$ cat src/rtl/instrCtlPkg.sv
package instrCtlPkg;
  parameter int OP_W  = 6;
  parameter int FN_W  = 6;
  parameter int ALU_W = 4;

  // primary opcodes
  localparam logic [OP_W-1:0] OPC_RTYPE = 6'h00;
  localparam logic [OP_W-1:0] OPC_JMP   = 6'h02;
  localparam logic [OP_W-1:0] OPC_BEQ   = 6'h04;
  localparam logic [OP_W-1:0] OPC_BNE   = 6'h05;
  localparam logic [OP_W-1:0] OPC_ADDI  = 6'h08;
  localparam logic [OP_W-1:0] OPC_SLTI  = 6'h0A;
  localparam logic [OP_W-1:0] OPC_ANDI  = 6'h0C;
  localparam logic [OP_W-1:0] OPC_ORI   = 6'h0D;
  localparam logic [OP_W-1:0] OPC_XORI  = 6'h0E;
  localparam logic [OP_W-1:0] OPC_LDW   = 6'h23;
  localparam logic [OP_W-1:0] OPC_STW   = 6'h2B;

  // R-type function codes
  localparam logic [FN_W-1:0] FN_ADD = 6'h20;
  localparam logic [FN_W-1:0] FN_SUB = 6'h22;
  localparam logic [FN_W-1:0] FN_AND = 6'h24;
  localparam logic [FN_W-1:0] FN_OR  = 6'h25;
  localparam logic [FN_W-1:0] FN_XOR = 6'h26;
  localparam logic [FN_W-1:0] FN_SLT = 6'h2A;

  // ALU operation codes
  localparam logic [ALU_W-1:0] ALU_NONE = 4'b0000;
  localparam logic [ALU_W-1:0] ALU_AND  = 4'b0001;
  localparam logic [ALU_W-1:0] ALU_OR   = 4'b0010;
  localparam logic [ALU_W-1:0] ALU_XOR  = 4'b0011;
  localparam logic [ALU_W-1:0] ALU_ADD  = 4'b0100;
  localparam logic [ALU_W-1:0] ALU_SUB  = 4'b0101;
  localparam logic [ALU_W-1:0] ALU_SLT  = 4'b0110;

  typedef enum logic [4:0] {
    CL_BAD,
    CL_RADD, CL_RSUB, CL_RAND, CL_ROR, CL_RXOR, CL_RSLT,
    CL_IADD, CL_ISLT, CL_IAND, CL_IOR, CL_IXOR,
    CL_LDW, CL_STW, CL_BEQ, CL_BNE, CL_JMP
  } instrClass_e;

  typedef struct packed {
    logic rdSelect;
    logic regWrEn;
    logic signExt;
    logic immOperand;
    logic memRdEn;
    logic memWrEn;
    logic wbFromMem;
    logic jumpHit;
    logic brEqHit;
    logic brNeHit;
    logic illegalOp;
  } ctlStrobes_t;
endpackage

$ cat src/rtl/opClassifier.sv
module opClassifier
  import instrCtlPkg::*;
(
  input  logic [OP_W-1:0] opcodeIn,
  input  logic [FN_W-1:0] functIn,
  output instrClass_e     instrClass
);
  instrClass_e rClass;

  // function field is looked at only under the R-type opcode
  always_comb begin
    case (functIn)
      FN_ADD:  rClass = CL_RADD;
      FN_SUB:  rClass = CL_RSUB;
      FN_AND:  rClass = CL_RAND;
      FN_OR:   rClass = CL_ROR;
      FN_XOR:  rClass = CL_RXOR;
      FN_SLT:  rClass = CL_RSLT;
      default: rClass = CL_BAD;
    endcase
  end

  always_comb begin
    case (opcodeIn)
      OPC_RTYPE: instrClass = rClass;
      OPC_ADDI:  instrClass = CL_IADD;
      OPC_SLTI:  instrClass = CL_ISLT;
      OPC_ANDI:  instrClass = CL_IAND;
      OPC_ORI:   instrClass = CL_IOR;
      OPC_XORI:  instrClass = CL_IXOR;
      OPC_LDW:   instrClass = CL_LDW;
      OPC_STW:   instrClass = CL_STW;
      OPC_BEQ:   instrClass = CL_BEQ;
      OPC_BNE:   instrClass = CL_BNE;
      OPC_JMP:   instrClass = CL_JMP;
      default:   instrClass = CL_BAD;
    endcase
  end
endmodule

$ cat src/rtl/strobeGen.sv
module strobeGen
  import instrCtlPkg::*;
(
  input  instrClass_e instrClass,
  output ctlStrobes_t strobes
);
  always_comb begin
    strobes = '0;  // don't-care outputs settle at 0
    case (instrClass)
      CL_RADD, CL_RSUB, CL_RAND, CL_ROR, CL_RXOR, CL_RSLT: begin
        strobes.rdSelect = 1'b1;
        strobes.regWrEn  = 1'b1;
      end
      CL_IADD, CL_ISLT: begin
        strobes.regWrEn    = 1'b1;
        strobes.signExt    = 1'b1;
        strobes.immOperand = 1'b1;
      end
      CL_IAND, CL_IOR, CL_IXOR: begin
        strobes.regWrEn    = 1'b1;
        strobes.immOperand = 1'b1;
      end
      CL_LDW: begin
        strobes.regWrEn    = 1'b1;
        strobes.signExt    = 1'b1;
        strobes.immOperand = 1'b1;
        strobes.memRdEn    = 1'b1;
        strobes.wbFromMem  = 1'b1;
      end
      CL_STW: begin
        strobes.signExt    = 1'b1;
        strobes.immOperand = 1'b1;
        strobes.memWrEn    = 1'b1;
      end
      CL_BEQ: begin
        strobes.signExt = 1'b1;
        strobes.brEqHit = 1'b1;
      end
      CL_BNE: begin
        strobes.signExt = 1'b1;
        strobes.brNeHit = 1'b1;
      end
      CL_JMP:  strobes.jumpHit   = 1'b1;
      default: strobes.illegalOp = 1'b1;
    endcase
  end
endmodule

$ cat src/rtl/aluCodeGen.sv
module aluCodeGen
  import instrCtlPkg::*;
(
  input  instrClass_e      instrClass,
  output logic [ALU_W-1:0] aluCode
);
  always_comb begin
    case (instrClass)
      CL_RAND, CL_IAND:         aluCode = ALU_AND;
      CL_ROR,  CL_IOR:          aluCode = ALU_OR;
      CL_RXOR, CL_IXOR:         aluCode = ALU_XOR;
      CL_RADD, CL_IADD,
      CL_LDW,  CL_STW:          aluCode = ALU_ADD;
      CL_RSUB, CL_BEQ, CL_BNE:  aluCode = ALU_SUB;
      CL_RSLT, CL_ISLT:         aluCode = ALU_SLT;
      default:                  aluCode = ALU_NONE;
    endcase
  end
endmodule

$ cat src/rtl/instrCtlDecoder.sv
module instrCtlDecoder
  import instrCtlPkg::*;
(
  input  logic [5:0] opcodeIn,
  input  logic [5:0] functIn,
  output logic       rdSelect,
  output logic       regWrEn,
  output logic       signExt,
  output logic       immOperand,
  output logic       memRdEn,
  output logic       memWrEn,
  output logic       wbFromMem,
  output logic [3:0] aluCode,
  output logic       jumpHit,
  output logic       brEqHit,
  output logic       brNeHit,
  output logic       illegalOp
);
  instrClass_e instrClass;
  ctlStrobes_t strobes;

  opClassifier u_cls (
    .opcodeIn  (opcodeIn),
    .functIn   (functIn),
    .instrClass(instrClass)
  );

  strobeGen u_stb (
    .instrClass(instrClass),
    .strobes   (strobes)
  );

  aluCodeGen u_alu (
    .instrClass(instrClass),
    .aluCode   (aluCode)
  );

  assign rdSelect   = strobes.rdSelect;
  assign regWrEn    = strobes.regWrEn;
  assign signExt    = strobes.signExt;
  assign immOperand = strobes.immOperand;
  assign memRdEn    = strobes.memRdEn;
  assign memWrEn    = strobes.memWrEn;
  assign wbFromMem  = strobes.wbFromMem;
  assign jumpHit    = strobes.jumpHit;
  assign brEqHit    = strobes.brEqHit;
  assign brNeHit    = strobes.brNeHit;
  assign illegalOp  = strobes.illegalOp;
endmodule

$ cat config.mk
export PLATFORM = sky130hd
export DESIGN_NAME = instrCtlDecoder
export DESIGN_NICKNAME = d
export VERILOG_FILES = /design/src/rtl/instrCtlPkg.sv /design/src/rtl/opClassifier.sv /design/src/rtl/strobeGen.sv /design/src/rtl/aluCodeGen.sv /design/src/rtl/instrCtlDecoder.sv
export SDC_FILE = /design/constraint.sdc
export NUM_CORES = 1
export LEC_CHECK = 0
export ABC_AREA = 1
export ABC_CLOCK_PERIOD_IN_PS = 3200
export BUFFER_PORTS_ARGS = -buffer_cell sky130_fd_sc_hd__buf_2
export CAP_MARGIN = 25
export CELL_PAD_IN_SITES_DETAIL_PLACEMENT = 1
export CELL_PAD_IN_SITES_GLOBAL_PLACEMENT = 2
export CORE_MARGIN = 2
export CORE_UTILIZATION = 25
export DETAILED_ROUTE_END_ITERATION = 8
export MAX_ROUTING_LAYER = met4
export PLACE_DENSITY = 0.9
export SLEW_MARGIN = 15
export SYNTH_ARGS = -nofsm -noshare
export SYNTH_HDL_FRONTEND = slang
export SYNTH_SLANG_ARGS = --single-unit
$ cat constraint.sdc
create_clock -name vclk -period 3.2
set_clock_uncertainty 0.15 [all_clocks]
set_input_delay 0.48 -clock vclk [all_inputs]
set_output_delay 0.48 -clock vclk [all_outputs]
set_load 0.01 [all_outputs]
# --- Word-level counts from Yosys, hierarchy flattened ---
# Memory sizes are Yosys's and may differ from the RTL's.
# Index checks and enable logic that the tools add are counted.
totals:
  ff_bits: 0
  rom_bits: 48
  out_inout_bits: 15
  elab_cells: 52
  mem_count: 1
mem_list:
  columns: ["memory", "depth", "word_bits", "read_ports", "rd_ports_with_merged_regs", "write_ports", "line", "text"]
  rows:
  - ["(no name shown)", 16, 3, 1, 0, 0, "aluCodeGen.sv:8", "case (instrClass)"]
op_classes:
  eq_ne: 32
  n_mux: 13
  n_reduce_logical: 6
op_table:
  columns: ["operator", "n"]
  rows:
  - ["5-bit one-hot mux with 11 select lines", 1]
  - ["6-bit equality test (second input constant)", 8]
  - ["5-bit by 4-bit equality test with 1-bit output (second input constant)", 8]
  - ["6-bit by 4-bit equality test with 1-bit output (second input constant)", 5]
  - ["5-bit by 3-bit equality test with 1-bit output (second input constant)", 4]
  - ["3-bit one-hot mux with 6 select lines", 1]
  - ["16-bit OR reduction", 1]
  - ["6-bit by 3-bit equality test with 1-bit output (second input constant)", 2]
  - ["12-bit OR reduction", 1]
  - ["6-bit OR reduction", 2]
  - ["5-bit by 2-bit equality test with 1-bit output (second input constant)", 2]
  - ["1-bit 2-to-1 mux", 10]
  - ["7-bit OR reduction", 1]
  - ["6-bit by 2-bit equality test with 1-bit output (second input constant)", 1]
  - ["6-bit zero test", 1]
  - ["5-bit by 1-bit equality test with 1-bit output (second input constant)", 1]
  - ["5-bit equality test (second input constant)", 1]
  - ["4-bit 2-to-1 mux", 1]

# --- Logic depth before layout (Yosys ltp) ---
depth:
  word_depth: 6
  depth_mapped: 15
  depth_no_buf: 15

# --- Hierarchy ---
# A second synthesis with hierarchy kept.
unflattened:
  cells_unflattened: 142
  hier_area_um2: 698.2
by_module_without_submodules:
  columns: ["module", "instances", "cells_per_inst", "area_each_um2", "seq_area_each_um2"]
  rows:
  - ["opClassifier", 1, 65, 302.8, 0.0]
  - ["strobeGen", 1, 44, 226.5, 0.0]
  - ["aluCodeGen", 1, 33, 168.9, 0.0]

# --- Worst setup path before layout ---
# No wires, ideal clock.
synth_timing:
  kind: "in2out"
  from: "input opcodeIn[0]"
  to: "output illegalOp"
  t_arrival_ns: 2.176
  t_required_ns: 2.570
  slack_ns: 0.394
  cell_stages: 14
  n_path_buf: 0
  path_cell_list: "inv_1 > nor2_1 > nand3_2 > nand2_2 > nor2_2 > inv_1 > nor3_1 > inv_1 > ha_1 > inv_1 > a31oi_1 > nand3_1 > nand4_1 > nor2_1"
synth_via:
  elab_chain_cells: 5
synth_lines:
  columns: ["item", "line", "text"]
  rows:
  - ["from (decl)", "instrCtlDecoder.sv:4", "input logic [5:0] opcodeIn,"]
  - ["6-bit by 2-bit equality test with 1-bit output (tied with other cells)", "opClassifier.sv:24", "case (opcodeIn)"]
  - ["5-bit one-hot mux with 11 select lines *", "opClassifier.sv:24", null]
  - ["5-bit by 1-bit equality test with 1-bit output (tied with other cells)", "strobeGen.sv:9", "case (instrClass)"]
  - ["16-bit OR reduction (no source line) *", null, null]
  - ["1-bit 2-to-1 mux *", "strobeGen.sv:9", null]
  - ["to (decl)", "instrCtlDecoder.sv:17", "output logic illegalOp"]
# Every way passes the cells marked *; elsewhere a longest branch is shown, timed or not.

# --- Worst setup path in the final report ---
layout_timing:
  from: "input opcodeIn[1]"
  to: "output illegalOp"
# The elaborated chain is that of the path after synthesis.

==> summary by stage <==
Synthesis
The largest family of logic cells by synthesized area is simple AND/OR/NAND/NOR gates. Summing the areas of all compound-gate instances in the mapped netlist gives 12.13% of the synthesized area. The share of synthesized cell area in full adder, half adder and majority cells is 10.54%. The synthesized netlist net count is 143. The sequential fraction of the synthesis area is 0%. After synthesis, the most frequently instantiated cells are 25 x inv_1, 19 x nand2_1, 15 x nor2_1, 7 x nand3_1, 7 x nor2_2. The xor and xnor fraction of the mapped netlist area is 1.230%. The dominant cell type by area after synthesis is inv_1. The cell count after synthesis came out at 125.

The distinct cell type count after synthesis is 26. The top-area cell type share of the netlist area is 13.18%. The most common cell in the synthesized netlist is inv_1. After Yosys synthesis, and, or, nand and nor cells account for 57.64% of the synthesized area. By area the synthesized netlist is led by inv_1 13%, ha_1 11%, nand2_1 10%. The total of warnings raised by yosys is 0. Each instance of the synthesized netlist takes up on average 5.695 µm². The cell area after synthesis is roughly 710 µm².

The multiplexer fraction of the synthesized cell area is 0%.

Die
The die is 57.37 µm wide. In this run the count of I/O pins placed on the die edge is 27. The die area is ~3300 µm². The die span in y is 57.37 µm. The floorplan row count is 19.

The initial utilization of the core area, before any placement, comes to 26.04%. The core box area is 2734 µm².

STA
In the final timing run, aggregate negative setup slack is 0 ns. The worst pin sits at a relative slew slack of between 60% and 70%. In the finished design, the share of the clock period the worst path needs comes to 95.03%. The number of pins exceeding their max-slew limit in the final report is 0. Counting I/O delays and the setup requirement, the final critical path takes 3.041 ns.

Setup violations remaining at the end of the flow were counted as 0. The fmax is 0.3289 GHz. The number of hold-slack violations in the final timing report is 0. The final setup slack of the worst path is between 0.15 and 0.2 ns. At the pin with the least slew margin, the transition time is 0.4989 ns.

Setup path
The kind of critical path is primary input to output pin. The critical path goes through buf_2 > nor2_2 > nand2_4 > inv_2 > nand2_2 > nand2_1 > nor3b_1 > nand2_2 > buf_4 > ha_1 > o21ai_0 > nand4_1 > nor2_1 > buf_2. The largest single stage delay on the critical path is 0.34 ns.

The required time at the endpoint of the critical path is 2.57 ns. The arrival time reported for the critical path endpoint is ~2.4 ns. The worst setup path is captured at an output pin. Along the worst path, the maximum fanout reaches 6. The startpoint type of the worst setup path is a primary input.

The slowest stage of the critical path belongs to the cell o21ai_0.

Cells and area
The number of antenna diodes in the final layout is 0. The clock buffers instantiated in the layout total 0. The layout has 357 filler cells. Cells with a size suffix above 1 make up 45.51% of the layout. For this run, the post-layout net count is ~180. The count of flip-flops and latches is 0.

The sequential cells in the finished layout cover a total of 0 µm². The post-synthesis to final-layout area growth is 36.20%. The finished cells cover slightly below 1000 µm².

Route
The wire length reported by the detailed router is 2353 µm. The detailed-routing iteration count for the pre-antenna-repair pass is 4. The wire length per cell is 12.58 µm.

The starting DRC count in detailed routing is 27. Dividing the detail-routed via count by the number of cells gives 4.684. The count of nets left with antenna violations after detail routing is 0. Summing over every cut layer, the via total after detailed routing is 876. For this run, design rule violations remaining after detail routing come to 0.

Power and ir drop
The leakage dissipation is 0.0005692 µW. In this run switching power makes up 61.90% of total power. Power spread over the standard cell area amounts to 106.6 nW/µm².

The internal portion of the total power is 39.36 µW. Sequential cells burn 0% of the power. The logic gate share of total power is 100.0%.

The total power draw is 103.3 µW. The share of total power dissipated in the clock network is 0%. Across the VDD grid, the largest voltage drop is 0.00004134 V.

The switching power total is 63.96 µW.

Placed design
During placement, the flow inserted port buffers numbering 26. The estimated wirelength of the detail-placed design is 1937 µm. OpenSTA, run right after detailed placement, puts the worst setup slack at 0.04778 ns. The placed instances occupy a cell area of 888.4 µm². At the end of routability-driven placement, the weighted congestion stood at between 0.8 and 0.9.

Global route
Summed over all layers, the global routing overflow is 0. The initial antenna violation count is 0. The via count of the first global-routing pass came to 891. The first-pass GRT wire length is a little under 4000 µm. The largest net degree at the start of global routing is 7. The global-route usage over all layers is 14.67%.

Job
Max-cap violations in this run came to 0.

Hold path
The worst min-delay path class is primary input to output pin.

Status
The flow ran to the end, and the final reports show no timing, DRC or antenna violations.

Clocking
The number of hold buffers added after cts is 0.
layout by cell type, fill, tap and decap left out, types with 2 or more instances in the layout:
| master | n |
|---|---|
| o21ai_0 | 3 |
| nor3_1 | 3 |
| nor2_1 | 14 |
| inv_2 | 8 |
| buf_2 | 26 |
| o21ai_1 | 2 |
| nand4_1 | 4 |
| nor2_2 | 5 |
| nand3_2 | 5 |
| nand2_4 | 3 |
| nand3_1 | 6 |
| ha_1 | 4 |
| nand2_2 | 5 |
| inv_1 | 22 |
| nand2_1 | 18 |
| nor2_4 | 8 |
| buf_4 | 7 |
cell type report:
type / count / area, µm² / share of cell area, %
multi-input cells: 93 / 635.6 / 65.55
repair buffers: 33 / 182.7 / 18.84
inverters: 30 / 112.6 / 11.61
well taps: 31 / 38.79 / 4.000
power by group through the flow:
stage | logic, µW | registers [µW] | clock network (µW)
after floorplan | 58.2 | 0 | 0
after global placement | 91.8 | 0 | 0
after detailed placement | 94.9 | 0 | 0
after CTS | 95.3 | 0 | 0
after global routing | 115 | 0 | 0
final | 103 | 0 | 0
critical path, delay by kind of cell:
kind            cells  cell delay, ns
simple gates        8            0.90
buf+inv             4            0.47
compound gates      1            0.34
fa+ha+maj           1            0.20
cells by family (layout without fill, tap and decap cells):
logic type | count (synthesis) | count (layout)
AND/OR/NAND/NOR | 73 | 73
AO/OA/AOI/OAI | 12 | 12
adder cells (fa/ha/maj) | 6 | 6
other | 1 | 1
XOR/XNOR | 1 | 1
buffers and inverters | 32 | 63
path summary, 6_finish.rpt:
kind	slack [ns]	to	depth (start not counted)	from
setup / recovery	0.16	illegalOp	14	opcodeIn[1]
hold / removal	1.41	jumpHit	6	opcodeIn[1]
through the flow:
stage / std cells / util, % / hold slack [ns]
floorplan: 125 / - / 1.039
global placement: 183 / 32.49 / 1.376
detailed placement: 183 / 32.49 / 1.381
CTS: 183 / 32.49 / 1.380
global route: 187 / 35.47 / 1.466
finish: 187 / 35.47 / 1.405
timing repair:
item,4_1_cts,5_1_grt
resized for setup,0,14
endpoints found under the setup margin,0,4
setup buffers,0,4
layer usage:
layer | global-route usage, % | up-vias | wire [µm] | share of wire [%]
met1 | 19.05 | 404 | 1076 | 46
met2 | 24.84 | 21 | 1191 | 51
met3 | 1.361 | 3 | 76 | 3.2
met4 | 2.658 | 0 | 8 | 0.34
li1 | - | 448 | - | -
met5 | - | - | 0 | 0
(Power assumes the default switching activity.)
